File: src/rtl/fmm_pkg.sv
package fmm_pkg;

    localparam int FMM_EXP_W = 11;
    localparam int FMM_MAN_W = 52;
    localparam int FMM_W     = 1 + FMM_EXP_W + FMM_MAN_W;

    typedef enum logic [1:0] {
        BASE_NUM08  = 2'b00,
        BASE_PROP19 = 2'b01,
        BASE_NUM19  = 2'b10,
        BASE_CSTYLE = 2'b11
    } fmm_base_e;

    typedef struct packed {
        logic      is_max;
        logic      by_mag;
        fmm_base_e base;
    } fmm_mode_t;

    typedef struct packed {
        logic nan;
        logic snan;
        logic zero;
        logic sign;
    } fmm_class_t;

endpackage

File: src/rtl/fmm_classify.sv
module fmm_classify
    import fmm_pkg::*;
#(
    parameter int EXP_W = FMM_EXP_W,
    parameter int MAN_W = FMM_MAN_W
) (
    input  logic [EXP_W+MAN_W:0] value,
    output fmm_class_t           cls
);
    localparam int W = 1 + EXP_W + MAN_W;

    logic exp_ones;
    logic man_nz;

    always_comb begin
        exp_ones = &value[W-2:MAN_W];
        man_nz   = |value[MAN_W-1:0];
        cls.sign = value[W-1];
        cls.nan  = exp_ones && man_nz;
        cls.snan = exp_ones && man_nz && !value[MAN_W-1];
        cls.zero = ~|value[W-2:0];
    end
endmodule

File: src/rtl/fmm_pick.sv
module fmm_pick
    import fmm_pkg::*;
#(
    parameter int EXP_W = FMM_EXP_W,
    parameter int MAN_W = FMM_MAN_W
) (
    input  logic [EXP_W+MAN_W:0] a,
    input  logic [EXP_W+MAN_W:0] b,
    input  fmm_class_t           cls_a,
    input  fmm_class_t           cls_b,
    input  fmm_mode_t            md,
    output logic [EXP_W+MAN_W:0] picked
);
    localparam int W = 1 + EXP_W + MAN_W;
    localparam logic [W-1:0] SIGN_BIT  = {1'b1, {(W-1){1'b0}}};
    localparam logic [W-1:0] QUIET_BIT = {{(W-MAN_W){1'b0}}, 1'b1, {(MAN_W-1){1'b0}}};
    localparam logic [W-1:0] DFLT_NAN  = {1'b0, {EXP_W{1'b1}}, 1'b1, {(MAN_W-1){1'b0}}};

    logic [W-1:0] key_a, key_b;
    logic         tot_lt, tot_gt;
    logic         num_lt, num_gt;
    logic [W-1:0] ordered;
    logic [W-1:0] base_res;
    logic         mag_lt, mag_gt, mag_take_a, mag_take_b;
    logic [W-1:0] raw;
    logic         raw_nan;

    // total order key: negative values reversed, positives lifted above them
    always_comb begin
        key_a  = cls_a.sign ? ~a : (a ^ SIGN_BIT);
        key_b  = cls_b.sign ? ~b : (b ^ SIGN_BIT);
        tot_lt = key_a < key_b;
        tot_gt = key_a > key_b;
        // numeric compare: unordered on NaN, zeros equal
        num_lt = !cls_a.nan && !cls_b.nan && !(cls_a.zero && cls_b.zero) && tot_lt;
        num_gt = !cls_a.nan && !cls_b.nan && !(cls_a.zero && cls_b.zero) && tot_gt;
        ordered = md.is_max ? (tot_lt ? b : a) : (tot_gt ? b : a);
    end

    always_comb begin
        unique case (md.base)
            BASE_NUM08, BASE_NUM19: begin
                if (cls_a.nan && cls_b.nan) base_res = DFLT_NAN;
                else if (cls_a.nan)         base_res = b;
                else if (cls_b.nan)         base_res = a;
                else                        base_res = ordered;
            end
            BASE_PROP19: begin
                if (cls_a.nan)      base_res = a;
                else if (cls_b.nan) base_res = b;
                else                base_res = ordered;
            end
            default: begin
                if (md.is_max) base_res = num_gt ? a : b;
                else           base_res = num_lt ? a : b;
            end
        endcase
    end

    always_comb begin
        mag_lt     = a[W-2:0] < b[W-2:0];
        mag_gt     = a[W-2:0] > b[W-2:0];
        mag_take_a = md.is_max ? mag_gt : mag_lt;
        mag_take_b = md.is_max ? mag_lt : mag_gt;
        if (md.by_mag && !cls_a.nan && !cls_b.nan && mag_take_a)      raw = a;
        else if (md.by_mag && !cls_a.nan && !cls_b.nan && mag_take_b) raw = b;
        else                                                          raw = base_res;
        raw_nan = (&raw[W-2:MAN_W]) && (|raw[MAN_W-1:0]);
        picked  = raw_nan ? (raw | QUIET_BIT) : raw;
    end
endmodule

File: src/rtl/fmm_cond.sv
module fmm_cond
    import fmm_pkg::*;
#(
    parameter int EXP_W = FMM_EXP_W,
    parameter int MAN_W = FMM_MAN_W
) (
    input  logic [EXP_W+MAN_W:0] value,
    input  logic                 enable,
    output logic [3:0]           flags
);
    localparam int W = 1 + EXP_W + MAN_W;

    logic is_nan, is_zero;

    always_comb begin
        is_nan  = (&value[W-2:MAN_W]) && (|value[MAN_W-1:0]);
        is_zero = ~|value[W-2:0];
        flags   = 4'b0000;
        if (enable) begin
            flags[0] = is_nan;
            flags[1] = is_zero;
            flags[2] = !is_nan && !is_zero && !value[W-1];
            flags[3] = !is_nan && !is_zero &&  value[W-1];
        end
    end
endmodule

File: src/rtl/fmm_unit.sv
module fmm_unit
    import fmm_pkg::*;
#(
    parameter int EXP_W = FMM_EXP_W,
    parameter int MAN_W = FMM_MAN_W
) (
    input  logic                 clk,
    input  logic                 rst,
    input  logic                 in_valid,
    input  logic [EXP_W+MAN_W:0] op_a,
    input  logic [EXP_W+MAN_W:0] op_b,
    input  logic [3:0]           mode,
    input  logic                 rec_en,
    output logic                 out_valid,
    output logic [EXP_W+MAN_W:0] result,
    output logic                 snan_flag,
    output logic [3:0]           cond
);
    localparam int W = 1 + EXP_W + MAN_W;
    localparam int N_OPS = 2;
    localparam logic [W-1:0] QUIET_BIT = {{(W-MAN_W){1'b0}}, 1'b1, {(MAN_W-1){1'b0}}};
    localparam logic [W-1:0] DFLT_NAN  = {1'b0, {EXP_W{1'b1}}, 1'b1, {(MAN_W-1){1'b0}}};

    logic [W-1:0] ops [N_OPS];
    fmm_class_t   cls [N_OPS];
    fmm_mode_t    md;
    logic [W-1:0] picked;
    logic [3:0]   cond_next;

    assign ops[0] = op_a;
    assign ops[1] = op_b;
    assign md     = fmm_mode_t'(mode);

    for (genvar i = 0; i < N_OPS; i++) begin : g_cls
        fmm_classify #(.EXP_W(EXP_W), .MAN_W(MAN_W)) u_cls (
            .value (ops[i]),
            .cls   (cls[i])
        );
    end

    fmm_pick #(.EXP_W(EXP_W), .MAN_W(MAN_W)) u_pick (
        .a      (op_a),
        .b      (op_b),
        .cls_a  (cls[0]),
        .cls_b  (cls[1]),
        .md     (md),
        .picked (picked)
    );

    fmm_cond #(.EXP_W(EXP_W), .MAN_W(MAN_W)) u_cond (
        .value  (picked),
        .enable (rec_en),
        .flags  (cond_next)
    );

    always_ff @(posedge clk) begin
        if (rst) begin
            out_valid <= 1'b0;
            result    <= '0;
            snan_flag <= 1'b0;
            cond      <= '0;
        end else begin
            out_valid <= in_valid;
            if (in_valid) begin
                result    <= picked;
                snan_flag <= cls[0].snan || cls[1].snan;
                cond      <= cond_next;
            end
        end
    end

    function automatic logic [W-1:0] q_if_nan(input logic [W-1:0] x);
        if ((&x[W-2:MAN_W]) && (|x[MAN_W-1:0])) return x | QUIET_BIT;
        return x;
    endfunction


    valid_follow_chk: assert property (@(posedge clk) disable iff (rst)
        in_valid |=> out_valid);


    hold_result_chk: assert property (@(posedge clk) disable iff (rst)
        !in_valid |=> (!out_valid && $stable(result) && $stable(cond) && $stable(snan_flag)));


    result_source_chk: assert property (@(posedge clk) disable iff (rst)
        in_valid |=> (result == q_if_nan($past(op_a)) || result == q_if_nan($past(op_b))
                      || result == DFLT_NAN));


    quiet_out_chk: assert property (@(posedge clk) disable iff (rst)
        (out_valid && (&result[W-2:MAN_W]) && (|result[MAN_W-1:0])) |-> result[MAN_W-1]);


    snan_needs_valid_chk: assert property (@(posedge clk) disable iff (rst)
        (snan_flag && out_valid) |-> ($past(op_a[MAN_W-1]) == 1'b0 || $past(op_b[MAN_W-1]) == 1'b0));


    cond_onehot_chk: assert property (@(posedge clk) disable iff (rst)
        $countones(cond) <= 1);


    cond_off_chk: assert property (@(posedge clk) disable iff (rst)
        (in_valid && !rec_en) |=> (cond == 4'b0000));

endmodule

File: config.mk
export PLATFORM = sky130hd
export DESIGN_NAME = fmm_unit
export DESIGN_NICKNAME = d
export VERILOG_FILES = /design/src/rtl/fmm_pkg.sv /design/src/rtl/fmm_classify.sv /design/src/rtl/fmm_pick.sv /design/src/rtl/fmm_cond.sv /design/src/rtl/fmm_unit.sv
export SDC_FILE = /design/constraint.sdc
export NUM_CORES = 1
export LEC_CHECK = 0
export CAP_MARGIN = 20
export CORE_MARGIN = 2
export CORE_UTILIZATION = 50
export CTS_CLUSTER_SIZE = 28
export DETAILED_ROUTE_END_ITERATION = 6
export DONT_BUFFER_PORTS = 1
export PLACE_DENSITY = 0.7
export SETUP_SLACK_MARGIN = 0.3
export SYNTH_ARGS = -nofsm -noshare
export SYNTH_HDL_FRONTEND = slang
export SYNTH_SLANG_ARGS = --single-unit
File: constraint.sdc
create_clock -name clk -period 7.3 [get_ports clk]
set_input_delay 1.46 -clock clk [delete_from_list [all_inputs] [get_ports clk]]
set_output_delay 1.46 -clock clk [all_outputs]
set_load 0.1 [all_outputs]
Word level (Yosys, flattened, before mapping). Cells that the tools add are included.

Bits in registers: 70. Latch bits: 0. Bits in writable memories: 0. Bits in read-only memories: 0. Bits of input ports: 136. Output and inout bits: 70. Memories kept: 0.

Add/subtract/negate cells: 0. Multipliers: 0. Divide/modulo/power cells: 0. Magnitude comparators: 4. Equal/unequal tests: 2. Shifts and indexed selects: 0. Multiplexer cells: 20. Bitwise gates (word level): 4. Reduce and logical (&&, ||, !) cells: 43.

Operator list (count): 2-to-1 mux 64 bit (15); OR reduction 52 bit (4); OR reduction 63 bit (3); inverter 64 bit (2); case mux 64 bit (2 select lines) (1); greater-than comparator 64 bit (1); < comparator 64 bit (1); greater-than comparator 63 bit (1); < comparator 63 bit (1); 2-to-1 mux 52 bit (1); AND reduction 11 bit (4); logical AND 1 bit (19); logical NOT 1 bit (10); 2-to-1 mux 4 bit (1); equality test 2 x 1 -> 1 bit (second input constant) (1); equality test 2 bit (second input constant) (1); logical NOT 2 bit (1); 2-to-1 mux 1 bit (2); inverter 1 bit (2); OR reduction 2 bit (1); logical OR 1 bit (1).

Longest topological paths before layout.
Word-level depth: 20. Depth in mapped cells: 22. Mapped depth without buffers: 17.

By module. From an unflattened synthesis, not the netlist that was laid out.

Cell total of the unflattened synthesis: 1678. Area, all modules: 12344.3 um2.

Modules (own cells, without submodules): fmm_pick (times used 1, cells an instance 1356, area each 9203.8 um2); fmm_unit (times used 1, cells an instance 226, area each 2507.4 um2); fmm_classify (times used 2, cells an instance 30, area each 197.7 um2); fmm_cond (times used 1, cells an instance 36, area each 237.7 um2).

Worst setup path before layout. Ideal clock, no wire load.

Kind: input-to-reg. From: in op_a[63]. To: reg cond[1]. Arrival time: 7.167 ns. Required time: 7.230 ns. Setup slack: 0.063 ns. Stages: 20. Path buffers: 3. Path through: clkbuf_1 buf_1 xor2_1 ha_1 a21o_1 a21o_1 a221o_1 a211oi_1 o221a_2 buf_2 a2111oi_0 nor3_2 nor2_1 a2111o_1 a22o_1 or4_1 or4_1 or3_4 or4_1 a21oi_1.

Word-level cells in the longest chain between the ends: 17. Elaborated cells on any way between the ends: 28.

Ends and longest elaborated chain: from (decl) (RTL line fmm_unit.sv:10) `input logic [EXP_W+MAN_W:0] op_a,`; inverter 1 bit (no source line) / inverter 64 bit (equally long branches); 2-to-1 mux 64 bit * (RTL line fmm_pick.sv:30) `key_a = cls_a.sign ? ~a : (a ^ SIGN_BIT);`; greater-than comparator 64 bit / < comparator 64 bit (equally long branches) (RTL line fmm_pick.sv:33, fmm_pick.sv:32); 2-to-1 mux 64 bit (2 in series) (RTL line fmm_pick.sv:37) `ordered = md.is_max ? (tot_lt ? b : a) : (tot_gt ? b : a);`; 2-to-1 mux 64 bit (RTL line fmm_pick.sv:45) `else if (cls_b.nan) base_res = a;`; 2-to-1 mux 64 bit (RTL line fmm_pick.sv:44) `else if (cls_a.nan) base_res = b;`; 2-to-1 mux 64 bit (RTL line fmm_pick.sv:43) `if (cls_a.nan && cls_b.nan) base_res = DFLT_NAN;`; case mux 64 bit (2 select lines) * (RTL line fmm_pick.sv:41) `unique case (md.base)`; 2-to-1 mux 64 bit * (RTL line fmm_pick.sv:66) `else if (md.by_mag && !cls_a.nan && !cls_b.nan && mag_take_b) raw = b;`; 2-to-1 mux 64 bit * (RTL line fmm_pick.sv:65) `if (md.by_mag && !cls_a.nan && !cls_b.nan && mag_take_a) raw = a;`; OR reduction 52 bit / AND reduction 11 bit (equally long branches) (RTL line fmm_pick.sv:68) `raw_nan = (&raw[W-2:MAN_W]) && (|raw[MAN_W-1:0]);`; logical AND 1 bit (RTL line fmm_pick.sv:68); 2-to-1 mux 52 bit (RTL line fmm_pick.sv:69) `picked = raw_nan ? (raw | QUIET_BIT) : raw;`; OR reduction 63 bit * (RTL line fmm_cond.sv:17) `is_zero = ~|value[W-2:0];`; logical NOT 1 bit * (RTL line fmm_cond.sv:17); 2-to-1 mux 4 bit * (RTL line fmm_cond.sv:19) `if (enable) begin`; to (signal assigned) (RTL line fmm_unit.sv:67) `cond <= cond_next;`; to (decl) (RTL line fmm_unit.sv:17) `output logic [3:0] cond`.

Every way passes the cells marked *; elsewhere a longest branch is shown, timed or not. A chain may end at the register's enable or synchronous reset.

Worst setup path after layout. Ends and elaborated chain as after synthesis.

==> flow_summary_export.csv <==
group,metric,value,unit
sta,period_share,96.20,%
sta,tightest_slew,1022,ps
synthesis,synth_area_leaders,"ha_1 (15%), dfxtp_1 (13%), xnor2_1 (5.3%), xor2_1 (5.3%), a21oi_1 (5.2%)",
grt,antenna_found_initial,1,
clock_tree,path_clk_slew,60,ps
min_path,whs_path_depth,2,
sta,fin_setup_tns,0,ps
placement,gp_congestion,1.120,
clock_tree,cts_root_buf,"clkbuf_16",
worst_setup_path,crit_path_frequent_cell,"buf_4",
synthesis,ys_ff_latch,70,
status,status,"finished, violations left",
die,die_area,21960,sq um
synthesis,synthTopCellsByCount,"ha_1 (127), nor2_1 (116), a21oi_1 (107), nand2_1 (107), o21ai_0 (89)",
synthesis,synthCells,1422,
sta,setup_viol,0,
clock_tree,htree_levels,3,
min_path,hp-start,"cond[3]$_SDFFE_PP0P_",
synthesis,async_flop_share,0,%
finish,fill_cells,2039,
worst_setup_path,reg2reg_to,"result[9]$_SDFFE_PP0P_",
route,viasPerCell,7.239,
route,drc_errors,6,
clock_tree,cts_tree,"done",
route,drt_iter0_drc,1488,
synthesis,ys.flop_type,"dfxtp_1",
grt,grt_max_degree,112,
die,initial_core_util,51.20,%
status,violations,"DRC",
clock_tree,numCtsBuffers,9,
worst_setup_path,worst_path_max_delay_cell,"a2111oi_1",
sta,period_needed,7022,ps
route,ant_nets,0,
worst_setup_path,cp_max_fo,65,
sta,fmax,142.4,MHz
die,die_h,148.2,um
worst_setup_path,worstSetupEndpointType,"register",
synthesis,synth_top_area_share,15.29,%
synthesis,seq_area_frac_synth,13.48,%
sta,relSlewSlack,31.15,%
power,p_leak,0.004709,uW
synthesis,syn-num-nets,1685,
worst_setup_path,cp-start-kind,"primary input",
finish,multi_input_area,8414,sq um
synthesis,synth_area_leader_cell,"ha_1",
synthesis,syn_area,10390,sq um
power,ir_worst_vdd,96.07,uV
placement,place_hpwl,38040,um
worst_setup_path,crit_chain,"xor2_1, ha_1, and4_1, nand2_1, a211oi_1, a211oi_1, buf_4, o221ai_1, o21ai_0, buf_4, nand2_1, nand2_1, buf_4, nand3_1, a21oi_1, a2111oi_1, buf_4, nand4_1, or4_1, or4_1, a21oi_1",
synthesis,yosysMostFrequentCell,"ha_1",
synthesis,synth-edff-count,0,
worst_setup_path,cp_data_required_time,7560,ps
synthesis,synth.distinct_cells,81,
die,die_w,148.2,um
sta,rsz0062_at_grt,"false",
finish,nets,1688,
die,ios,206,
finish,syn_to_final_growth,9.330,%
synthesis,postSynthAreaPerCell,7.309,sq um
worst_setup_path,critPathKind,"primary input to register",
worst_setup_path,cpPeakStageDelay,750,ps
min_path,whs_endpoint,"cond[3]$_SDFFE_PP0P_",
sta,finClkSkew,0,ps
worst_setup_path,reg2reg_from,"result[9]$_SDFFE_PP0P_",
grt,grt_util_all_layers,42.98,%
worst_setup_path,r2r_cells,2,
grt,grt_pass1_vias,11460,
die,rows,52,
finish,drive_gt1_share,8.951,%
die,core-area,20300,sq um
synthesis,yosysWarningCount,0,
grt,grt_overflow,0,
sta,report.final.slew_viol_count,0,
route,via_count,12310,
route,wire_per_inst,28.65,um
placement,portBuffers,0,
grt,grt_pass1_wl,72260,um
sta,hold_viol,0,
clock_tree,clock_sinks,70,
route,wl,48730,um
power,power,2092,uW
worst_setup_path,crit_arrival,7280,ps
route,first_pass_iters,7,
power,pwr_density_cell,184.1,nW/um^2
worst_setup_path,rrSetupSlack,5810,ps
finish,area.sequential,1401,sq um
run,drv_cap,0,
clock_tree,cts_buffer_depth,2,
clock_tree,clk_latency,320,ps
min_path,min_path_type,"register to register",
-- metrics by stage --
stage	cells	hold slack [ps]	setup WS, ps	instance area, sq um	util, %
4_1_cts	1697	924.0	321.3	11300	55.66
5_1_grt	1700	955.1	274.9	11360	55.97
3_3_place_gp	1681	919.0	-42.33	10970	54.04
6_report	1701	918.6	277.7	11360	55.98
2_1_floorplan	1422	881.3	326.8	10400	-
3_5_place_dp	1681	916.8	-20.91	10970	54.04
-- how the worst max path moves through the flow --
stage,from,endpoint,slack (ps)
after global routing,op_a[63],cond[1]$_SDFFE_PP0P_,270
after floorplan,op_a[63],cond[1]$_SDFFE_PP0P_,330
final,op_a[63],cond[1]$_SDFFE_PP0P_,280
after global placement,op_b[58],cond[1]$_SDFFE_PP0P_,-40
after detailed placement,op_b[58],cond[1]$_SDFFE_PP0P_,-20
after CTS,op_b[58],cond[1]$_SDFFE_PP0P_,320
-- flip-flops by register name, indices dropped and copies added (netlist names) --
register and count:
out_valid 1, cond 4, result 64, snan_flag 1
-- metal layers --
layer	vias up	track usage (%)	wire [um]
li1	5387	-	-
met1	5729	55.73	18670
met2	987	65.49	20110
met3	210	12.61	6869
met4	0	20.38	3074
met5	-	0	0
-- logic make-up after synthesis --
family,synth area share [%]
simple gates,22.44
compound gates,28.94
buf+inv,6.031
fa+ha+maj,15.29
xor+xnor,10.62
flops,13.48
mux,3.202
-- worst max-delay path: cells and delay by family --
kind | cells | cell delay, ps
adders and majority gates | 1 | 320
AOI/OAI and AO/OA | 7 | 2060
and+or+nand+nor | 8 | 2230
buffers and inverters | 4 | 840
xor gates and xnor gates | 1 | 240
-- where the power goes --
part | switching, uW | internal [uW]
sequential | 289 | 418
clock | 173 | 303
combinational | 543 | 364
total | 1010 | 1090
-- area by class of cell --
cell class,count,area share [%]
timing repair buffer,81,5.351
sequential,70,12.33
clock buffer,9,1.982
tap,270,2.973
multi-input combinational,1191,74.05
inverter,72,2.378
antenna,1,0.02202
clock inverter,7,0.9139
-- placed cells by master (no fill, tap or decap), types with 5 or more instances in the layout --
cell type and count:
xnor2_1 63, buf_4 81, and2_1 6, a211oi_1 43, nor3_1 20, a22oi_1 27
clkbuf_16 9, xor2_1 63, and4_1 8, mux2i_1 30, nand2_1 107, nor2b_1 5
and3_1 9, nor4_1 45, a221oi_1 17, a21o_1 13, o22ai_1 16, o31ai_1 11
nor2_1 114, dfxtp_1 70, nand3_1 45, nand2b_1 10, a22o_1 9, a21boi_0 7
a21oi_1 107, o211ai_1 17, or4_1 8, inv_1 71, o21a_1 9, ha_1 127
o221a_2 6, a31oi_1 14, o21ai_0 88, nand4_1 49
-- what timing repair did --
| item | 4_1_cts | 5_1_grt |
|---|---|---|
| hold buffers | 0 | 0 |
| endpoints found under the setup margin | 0 | 5 |
| buffers inserted | 0 | 3 |
| resized for setup | 0 | 9 |
Power figures use the tool's default switching activity.
